### src/rtl/fbw_pkg.sv
package fbw_pkg;
   typedef enum logic {
      ORD_COL_FIRST = 1'b0,
      ORD_ROW_FIRST = 1'b1
   } scan_order_e;

   function automatic bit is_pow2(input int n);
      return (n > 0) && ((n & (n - 1)) == 0);
   endfunction
endpackage

### src/rtl/fbw_mod_reduce.sv
module fbw_mod_reduce #(
   parameter int IN_W  = 8,
   parameter int COUNT = 80,
   parameter int OUT_W = 7
) (
   input  logic [IN_W-1:0]  raw_val,
   output logic [OUT_W-1:0] red_val
);
   generate
      if (IN_W < OUT_W) begin : g_bad_width
         $error("fbw_mod_reduce: input narrower than output");
      end
      if (fbw_pkg::is_pow2(COUNT)) begin : g_mask
         assign red_val = raw_val[OUT_W-1:0];
      end else begin : g_modulo
         logic [31:0] rem;
         assign rem     = 32'(raw_val) % 32'(COUNT);
         assign red_val = rem[OUT_W-1:0];
      end
   endgenerate
endmodule

### src/rtl/fbw_axis.sv
module fbw_axis #(
   parameter int PTR_W = 6,
   parameter int LAST  = 63
) (
   input  logic             clk,
   input  logic             rst_n,
   input  logic             load,
   input  logic [PTR_W-1:0] lo_in,
   input  logic [PTR_W-1:0] hi_in,
   input  logic             step,
   output logic [PTR_W-1:0] ptr,
   output logic             at_end
);
   logic [PTR_W-1:0] lo_q;
   logic [PTR_W-1:0] hi_q;

   assign at_end = (ptr >= hi_q);

   always_ff @(posedge clk) begin
      if (!rst_n) begin
         lo_q <= '0;
         hi_q <= PTR_W'(LAST);
         ptr  <= '0;
      end else if (load) begin
         lo_q <= lo_in;
         hi_q <= hi_in;
         ptr  <= lo_in;
      end else if (step) begin
         ptr <= at_end ? lo_q : ptr + PTR_W'(1);
      end
   end
endmodule

### src/rtl/fbw_wr_port.sv
module fbw_wr_port #(
   parameter int COL_COUNT = 64,
   parameter int COL_W     = 6,
   parameter int ROW_W     = 7,
   parameter int ADDR_W    = 13,
   parameter int DATA_W    = 8
) (
   input  logic              clk,
   input  logic              rst_n,
   input  logic              stb,
   input  logic [COL_W-1:0]  col,
   input  logic [ROW_W-1:0]  row,
   input  logic [DATA_W-1:0] data,
   output logic              we,
   output logic [ADDR_W-1:0] addr,
   output logic [DATA_W-1:0] wdata
);
   logic [ADDR_W-1:0] addr_c;

   generate
      if (fbw_pkg::is_pow2(COL_COUNT)) begin : g_concat
         logic [ROW_W+COL_W-1:0] joined;
         assign joined = {row, col};
         assign addr_c = joined[ADDR_W-1:0];
      end else begin : g_mult
         assign addr_c = ADDR_W'(row) * ADDR_W'(COL_COUNT) + ADDR_W'(col);
      end
   endgenerate

   always_ff @(posedge clk) begin
      if (!rst_n) begin
         we    <= 1'b0;
         addr  <= '0;
         wdata <= '0;
      end else begin
         we <= stb;
         if (stb) begin
            addr  <= addr_c;
            wdata <= data;
         end
      end
   end
endmodule

### src/rtl/fb_window_addr.sv
module fb_window_addr #(
   parameter int COL_COUNT = 64,
   parameter int ROW_COUNT = 80,
   parameter int IN_W      = 8,
   parameter int DATA_W    = 8,
   localparam int COL_W    = $clog2(COL_COUNT),
   localparam int ROW_W    = $clog2(ROW_COUNT),
   localparam int ADDR_W   = $clog2(COL_COUNT * ROW_COUNT)
) (
   input  logic              clk,
   input  logic              rst_n,
   input  logic              col_load,
   input  logic [IN_W-1:0]   col_lo_in,
   input  logic [IN_W-1:0]   col_hi_in,
   input  logic              row_load,
   input  logic [IN_W-1:0]   row_lo_in,
   input  logic [IN_W-1:0]   row_hi_in,
   input  logic              vert_mode,
   input  logic              wr_stb,
   input  logic [DATA_W-1:0] wr_data,
   input  logic              scan_done,
   output logic              mem_we,
   output logic [ADDR_W-1:0] mem_addr,
   output logic [DATA_W-1:0] mem_wdata,
   output logic [COL_W-1:0]  cur_col,
   output logic [ROW_W-1:0]  cur_row,
   output logic              redraw_pend
);
   import fbw_pkg::*;

   generate
      if (COL_COUNT < 2 || ROW_COUNT < 2) begin : g_bad_dims
         $error("fb_window_addr: each axis needs at least two positions");
      end
      if (DATA_W < 1) begin : g_bad_data
         $error("fb_window_addr: DATA_W must be positive");
      end
   endgenerate

   logic [COL_W-1:0] col_lo_r, col_hi_r;
   logic [ROW_W-1:0] row_lo_r, row_hi_r;
   logic             col_at_end, row_at_end;
   logic             adv, col_step, row_step;
   scan_order_e      order;

   fbw_mod_reduce #(.IN_W(IN_W), .COUNT(COL_COUNT), .OUT_W(COL_W)) u_red_col_lo (
      .raw_val(col_lo_in), .red_val(col_lo_r));
   fbw_mod_reduce #(.IN_W(IN_W), .COUNT(COL_COUNT), .OUT_W(COL_W)) u_red_col_hi (
      .raw_val(col_hi_in), .red_val(col_hi_r));
   fbw_mod_reduce #(.IN_W(IN_W), .COUNT(ROW_COUNT), .OUT_W(ROW_W)) u_red_row_lo (
      .raw_val(row_lo_in), .red_val(row_lo_r));
   fbw_mod_reduce #(.IN_W(IN_W), .COUNT(ROW_COUNT), .OUT_W(ROW_W)) u_red_row_hi (
      .raw_val(row_hi_in), .red_val(row_hi_r));

   // A load in the same cycle as a write suppresses the advance.
   assign order = scan_order_e'(vert_mode);
   assign adv   = wr_stb & ~col_load & ~row_load;

   always_comb begin
      if (order == ORD_ROW_FIRST) begin
         row_step = adv;
         col_step = adv & row_at_end;
      end else begin
         col_step = adv;
         row_step = adv & col_at_end;
      end
   end

   fbw_axis #(.PTR_W(COL_W), .LAST(COL_COUNT - 1)) u_col_axis (
      .clk(clk), .rst_n(rst_n), .load(col_load), .lo_in(col_lo_r),
      .hi_in(col_hi_r), .step(col_step), .ptr(cur_col), .at_end(col_at_end));

   fbw_axis #(.PTR_W(ROW_W), .LAST(ROW_COUNT - 1)) u_row_axis (
      .clk(clk), .rst_n(rst_n), .load(row_load), .lo_in(row_lo_r),
      .hi_in(row_hi_r), .step(row_step), .ptr(cur_row), .at_end(row_at_end));

   fbw_wr_port #(
      .COL_COUNT(COL_COUNT), .COL_W(COL_W), .ROW_W(ROW_W),
      .ADDR_W(ADDR_W), .DATA_W(DATA_W)
   ) u_wr_port (
      .clk(clk), .rst_n(rst_n), .stb(wr_stb), .col(cur_col), .row(cur_row),
      .data(wr_data), .we(mem_we), .addr(mem_addr), .wdata(mem_wdata));

   // A new write wins over a completed readout pass.
   always_ff @(posedge clk) begin
      if (!rst_n)         redraw_pend <= 1'b0;
      else if (wr_stb)    redraw_pend <= 1'b1;
      else if (scan_done) redraw_pend <= 1'b0;
   end
endmodule

### config.mk
export PLATFORM = sky130hd
export DESIGN_NAME = fb_window_addr
export DESIGN_NICKNAME = d
export VERILOG_FILES = /design/src/rtl/fbw_pkg.sv /design/src/rtl/fbw_mod_reduce.sv /design/src/rtl/fbw_axis.sv /design/src/rtl/fbw_wr_port.sv /design/src/rtl/fb_window_addr.sv
export SDC_FILE = /design/constraint.sdc
export NUM_CORES = 1
export LEC_CHECK = 0
export ABC_AREA = 0
export BUFFER_PORTS_ARGS = -buffer_cell sky130_fd_sc_hd__buf_2
export CAP_MARGIN = 25
export CORE_MARGIN = 5
export CORE_UTILIZATION = 53
export CTS_CLUSTER_SIZE = 16
export DETAILED_ROUTE_END_ITERATION = 12
export GPL_TIMING_DRIVEN = 1
export HOLD_SLACK_MARGIN = 0.12
export PLACE_DENSITY = 0.8
export SYNTH_ARGS = -nofsm -noshare
export SYNTH_HDL_FRONTEND = slang
export SYNTH_SLANG_ARGS = --single-unit
### constraint.sdc
create_clock -name clk -period 2.3 [get_ports clk]
set_input_delay 0.46 -clock clk [delete_from_list [all_inputs] [get_ports clk]]
set_output_delay 0.46 -clock clk [all_outputs]
set_load 0.01 [all_outputs]
==> metrics.csv <==
stage,metric,value,unit
placement,I/O Buffers,78,
timing,Slew @ Worst Pin,396.1,ps
global_route,global route overflow,0,
timing,period utilization,94.81,%
logic_synthesis,Yosys reg bits,62,
floorplan,die area,7669,um2
floorplan,Site Rows,28,
logic_synthesis,most instantiated cells after synthesis,"62 x dfxtp_1, 38 x nor2_1, 36 x nand2_1",
power_and_ir_drop,Pint,1.943,mW
placement,Placer Congestion,0.7880,
drt,drt first pass iters,5,
drt,Post-DRT Antenna Nets,0,
power_and_ir_drop,total net switching power,0.7392,mW
clocking,CTS clock-pin slew for the worst setup and hold paths,70,ps
critical_path,CP Data Arrival Time,2410,ps
power_and_ir_drop,Sw Ratio,27.56,%
power_and_ir_drop,logic gate share of total power,19.4,%
global_route,wire length of the first global-routing pass,12.04,mm
logic_synthesis,Synth cell types,47,
worst_hold_path,Min-Delay Path Class,in -> reg,
critical_path,CP required,2530,ps
power_and_ir_drop,Clock Power Share,36.2,%
critical_path,maximum fanout along the worst path,8,
floorplan,initial core utilization,54.19,%
clocking,CTS tree,built,
logic_synthesis,sequential fraction of the synthesis area,38.92,%
clocking,Sinks on Clock Net,62,
finish,fillers,493,
critical_path,Worst path slowest cell,dfxtp_1,
global_route,largest net degree at the start of global routing,30,
timing,Max Freq,458.6,MHz
clocking,H-tree depth,3,
finish,"Area growth, synth to finish",24.13,%
finish,layout cells sized above 1,26.41,%
critical_path,endpoint type of the worst setup path,register,
flow_run,MaxCap Viol Count,0,
placement,pre-CTS setup slack,-71.50,ps
timing,Max-slew headroom,73.39,%
logic_synthesis,top-area cell type share of the netlist area,38.92,%
power_and_ir_drop,Max IR drop VDD,0.3775,mV
critical_path,Critical Path Source Type,register,
timing,Slew Limit Fails,0,
critical_path,Top delay family on crit path,compound AO/OA/AOI/OAI gates,
clocking,Worst-Skew Late Latency,340,ps
critical_path,r2r setup slk,120,ps
drt,wire per inst,14.02,um
logic_synthesis,prevailing post-synth register cell,dfxtp_1,
global_route,vias in the first global route,2706,
timing,final hold violation count,0,
logic_synthesis,Post-Synthesis Cell Area,3189,um2
floorplan,Die Y-Extent,87.57,um
clocking,Root Buffer,clkbuf_8,
logic_synthesis,post-synthesis cell count,367,
floorplan,Boundary Pins,83,
clocking,hold_buf cts,0,
drt,DR iter-0 viols,164,
timing,worst setup margin,119.4,ps
timing,unrepaired setup endpoints after global routing,false,
floorplan,core area,5886,um2
timing,Setup Skew,10.09,ps
critical_path,Buf/Inv on CP,1,
critical_path,Max stage delay on crit path,410,ps
logic_synthesis,Yosys Warn Count,0,
timing,minimum clock period,2181,ps
logic_synthesis,most common cell in the netlist,dfxtp_1,
finish,diode count,0,
drt,DR vias/cell,5.432,
logic_synthesis,top area cells in the synthesized netlist,"dfxtp_1 39%, mux2i_1 10%, ha_1 7.1%, a21oi_1 4.7%, nor2_1 4.5%",
finish,register area,1241,um2
power_and_ir_drop,Seq pwr share,44.4,%
finish,Multi-input gate area,1787,um2
clocking,CTS buffer count,9,
floorplan,die width,87.57,um
power_and_ir_drop,leak pwr,1.958,nW
global_route,initial antenna violation count,0,
drt,Vias,2917,
critical_path,"critical path, cell by cell",inv_1 > ha_1 > nand2b_1 > a31oi_1 > o21ai_4 > o21a_1 > nor3_1 > o31a_1,
status,status,completed,
drt,final WL,7.529,mm
timing,Setup Viol. Count Final,0,
timing,total negative slack,0,ps
global_route,Tot GR Track Use,19.92,%
placement,post-DP HPWL,5.466,mm
logic_synthesis,asr flop ratio synth,0,%
critical_path,critical path class,reg -> reg,
power_and_ir_drop,PwrDens,677.5,nW/um2
logic_synthesis,Post-Syn Nets,432,
clocking,cts repair resizes,0,
logic_synthesis,Yosys top cell by area,dfxtp_1,
clocking,setup bufs post-CTS,0,
clocking,Clock Path Buffers,2,
drt,Post-route DRC,0,
logic_synthesis,Post-synth EDFFs,0,
logic_synthesis,syn avg cell area,8.690,um2
finish,nets@finish,522,
-- cell usage in the layout, fill, tap and decap left out, types with 2 or more instances in the layout --
| master | n |
|---|---|
| nand2b_1 | 7 |
| a21o_1 | 3 |
| clkbuf_8 | 11 |
| dfxtp_1 | 62 |
| o21a_1 | 2 |
| nor2b_1 | 5 |
| mux2i_1 | 33 |
| nand2_1 | 36 |
| o211ai_1 | 18 |
| a311oi_1 | 2 |
| xor2_1 | 5 |
| nand3_1 | 10 |
| buf_2 | 78 |
| o21ai_0 | 12 |
| mux2_2 | 4 |
| inv_1 | 21 |
| or2_2 | 2 |
| nor3_1 | 2 |
| o211a_1 | 2 |
| and3_1 | 3 |
| ha_1 | 18 |
| o31ai_1 | 3 |
| nor3b_1 | 2 |
| a21oi_1 | 30 |
| buf_4 | 19 |
| nor2_1 | 38 |
| o21ai_4 | 2 |
| clkbuf_1 | 2 |
| a31oi_1 | 4 |
| xnor2_1 | 5 |
-- final timing paths --
path	startpoint	endpoint	depth (start not counted)
max	u_col_axis.ptr[0]$_SDFFE_PN0P_	u_row_axis.ptr[0]$_SDFFE_PN0P_	8
min	col_hi_in[0]	u_col_axis.hi_q[0]$_SDFFE_PN1P_	3
max reg2reg	u_col_axis.ptr[0]$_SDFFE_PN0P_	u_row_axis.ptr[0]$_SDFFE_PN0P_	8
min reg2reg	u_row_axis.hi_q[5]$_SDFFE_PN0P_	u_row_axis.hi_q[5]$_SDFFE_PN0P_	2
-- registers in the layout (all words and copies together) (netlist names) --
signal,count
u_col_axis.hi_q,6
u_row_axis.ptr,7
u_row_axis.hi_q,7
u_wr_port.addr,13
u_row_axis.lo_q,7
u_wr_port.we,1
redraw_pend,1
u_col_axis.lo_q,6
u_col_axis.ptr,6
u_wr_port.wdata,8
-- power groups by stage --
| stage | Sequential (mW) | Combinational [mW] | Clock (mW) |
|---|---|---|---|
| 6_report | 1.19 | 0.521 | 0.970 |
| 5_1_grt | 1.20 | 0.583 | 1.04 |
| 4_1_cts | 1.19 | 0.524 | 0.986 |
| 3_5_place_dp | 1.21 | 0.519 | 0 |
| 3_3_place_gp | 1.21 | 0.502 | 0 |
| 2_1_floorplan | 1.24 | 0.302 | 0 |
-- through the flow --
step	area [um2]	cells	util [%]	hold slack [ps]	power, mW
2_1_floorplan	3189	367	-	434.9	1.539
3_3_place_gp	3757	521	63.84	440.5	1.713
3_5_place_dp	3757	521	63.84	457.0	1.733
4_1_cts	3959	537	67.26	316.7	2.700
5_1_grt	3959	537	67.26	342.3	2.817
6_report	3959	537	67.26	323.9	2.682
-- tightest hold or removal path: stages --
cell and delay [ps]:
buf_2 70, mux2i_1 50, nand2_1 60
-- routing by layer --
metal,up-vias,global-route usage [%],routed length (um)
met4,0,9.205,149
li1,1467,-,-
met5,-,0,0
met3,12,4.892,527
met2,84,33.36,3646
met1,1354,24.04,3205
-- final cells by class --
| class | count | share of cell area [%] |
|---|---|---|
| Inverter | 22 | 2.086 |
| Tap cell | 75 | 2.370 |
| Clock inverter | 3 | 1.075 |
| Multi-Input combinational cell | 264 | 45.13 |
| Timing Repair Buffer | 98 | 13.97 |
| Clock buffer | 13 | 4.014 |
| Sequential cell | 62 | 31.35 |
-- cells by family (layout without fill, tap and decap cells) --
logic type / count (synthesis) / in the layout / synth area share [%]
buffers and inverters: 41 / 136 / 5.061
AOI/OAI and AO/OA: 88 / 88 / 18.71
DFF: 62 / 62 / 38.92
adders and majority gates: 18 / 18 / 7.062
xor gates and xnor gates: 10 / 10 / 2.746
and+or+nand+nor: 111 / 111 / 15.73
muxes: 37 / 37 / 11.77
No activity file was read; power rests on OpenSTA's default activity.
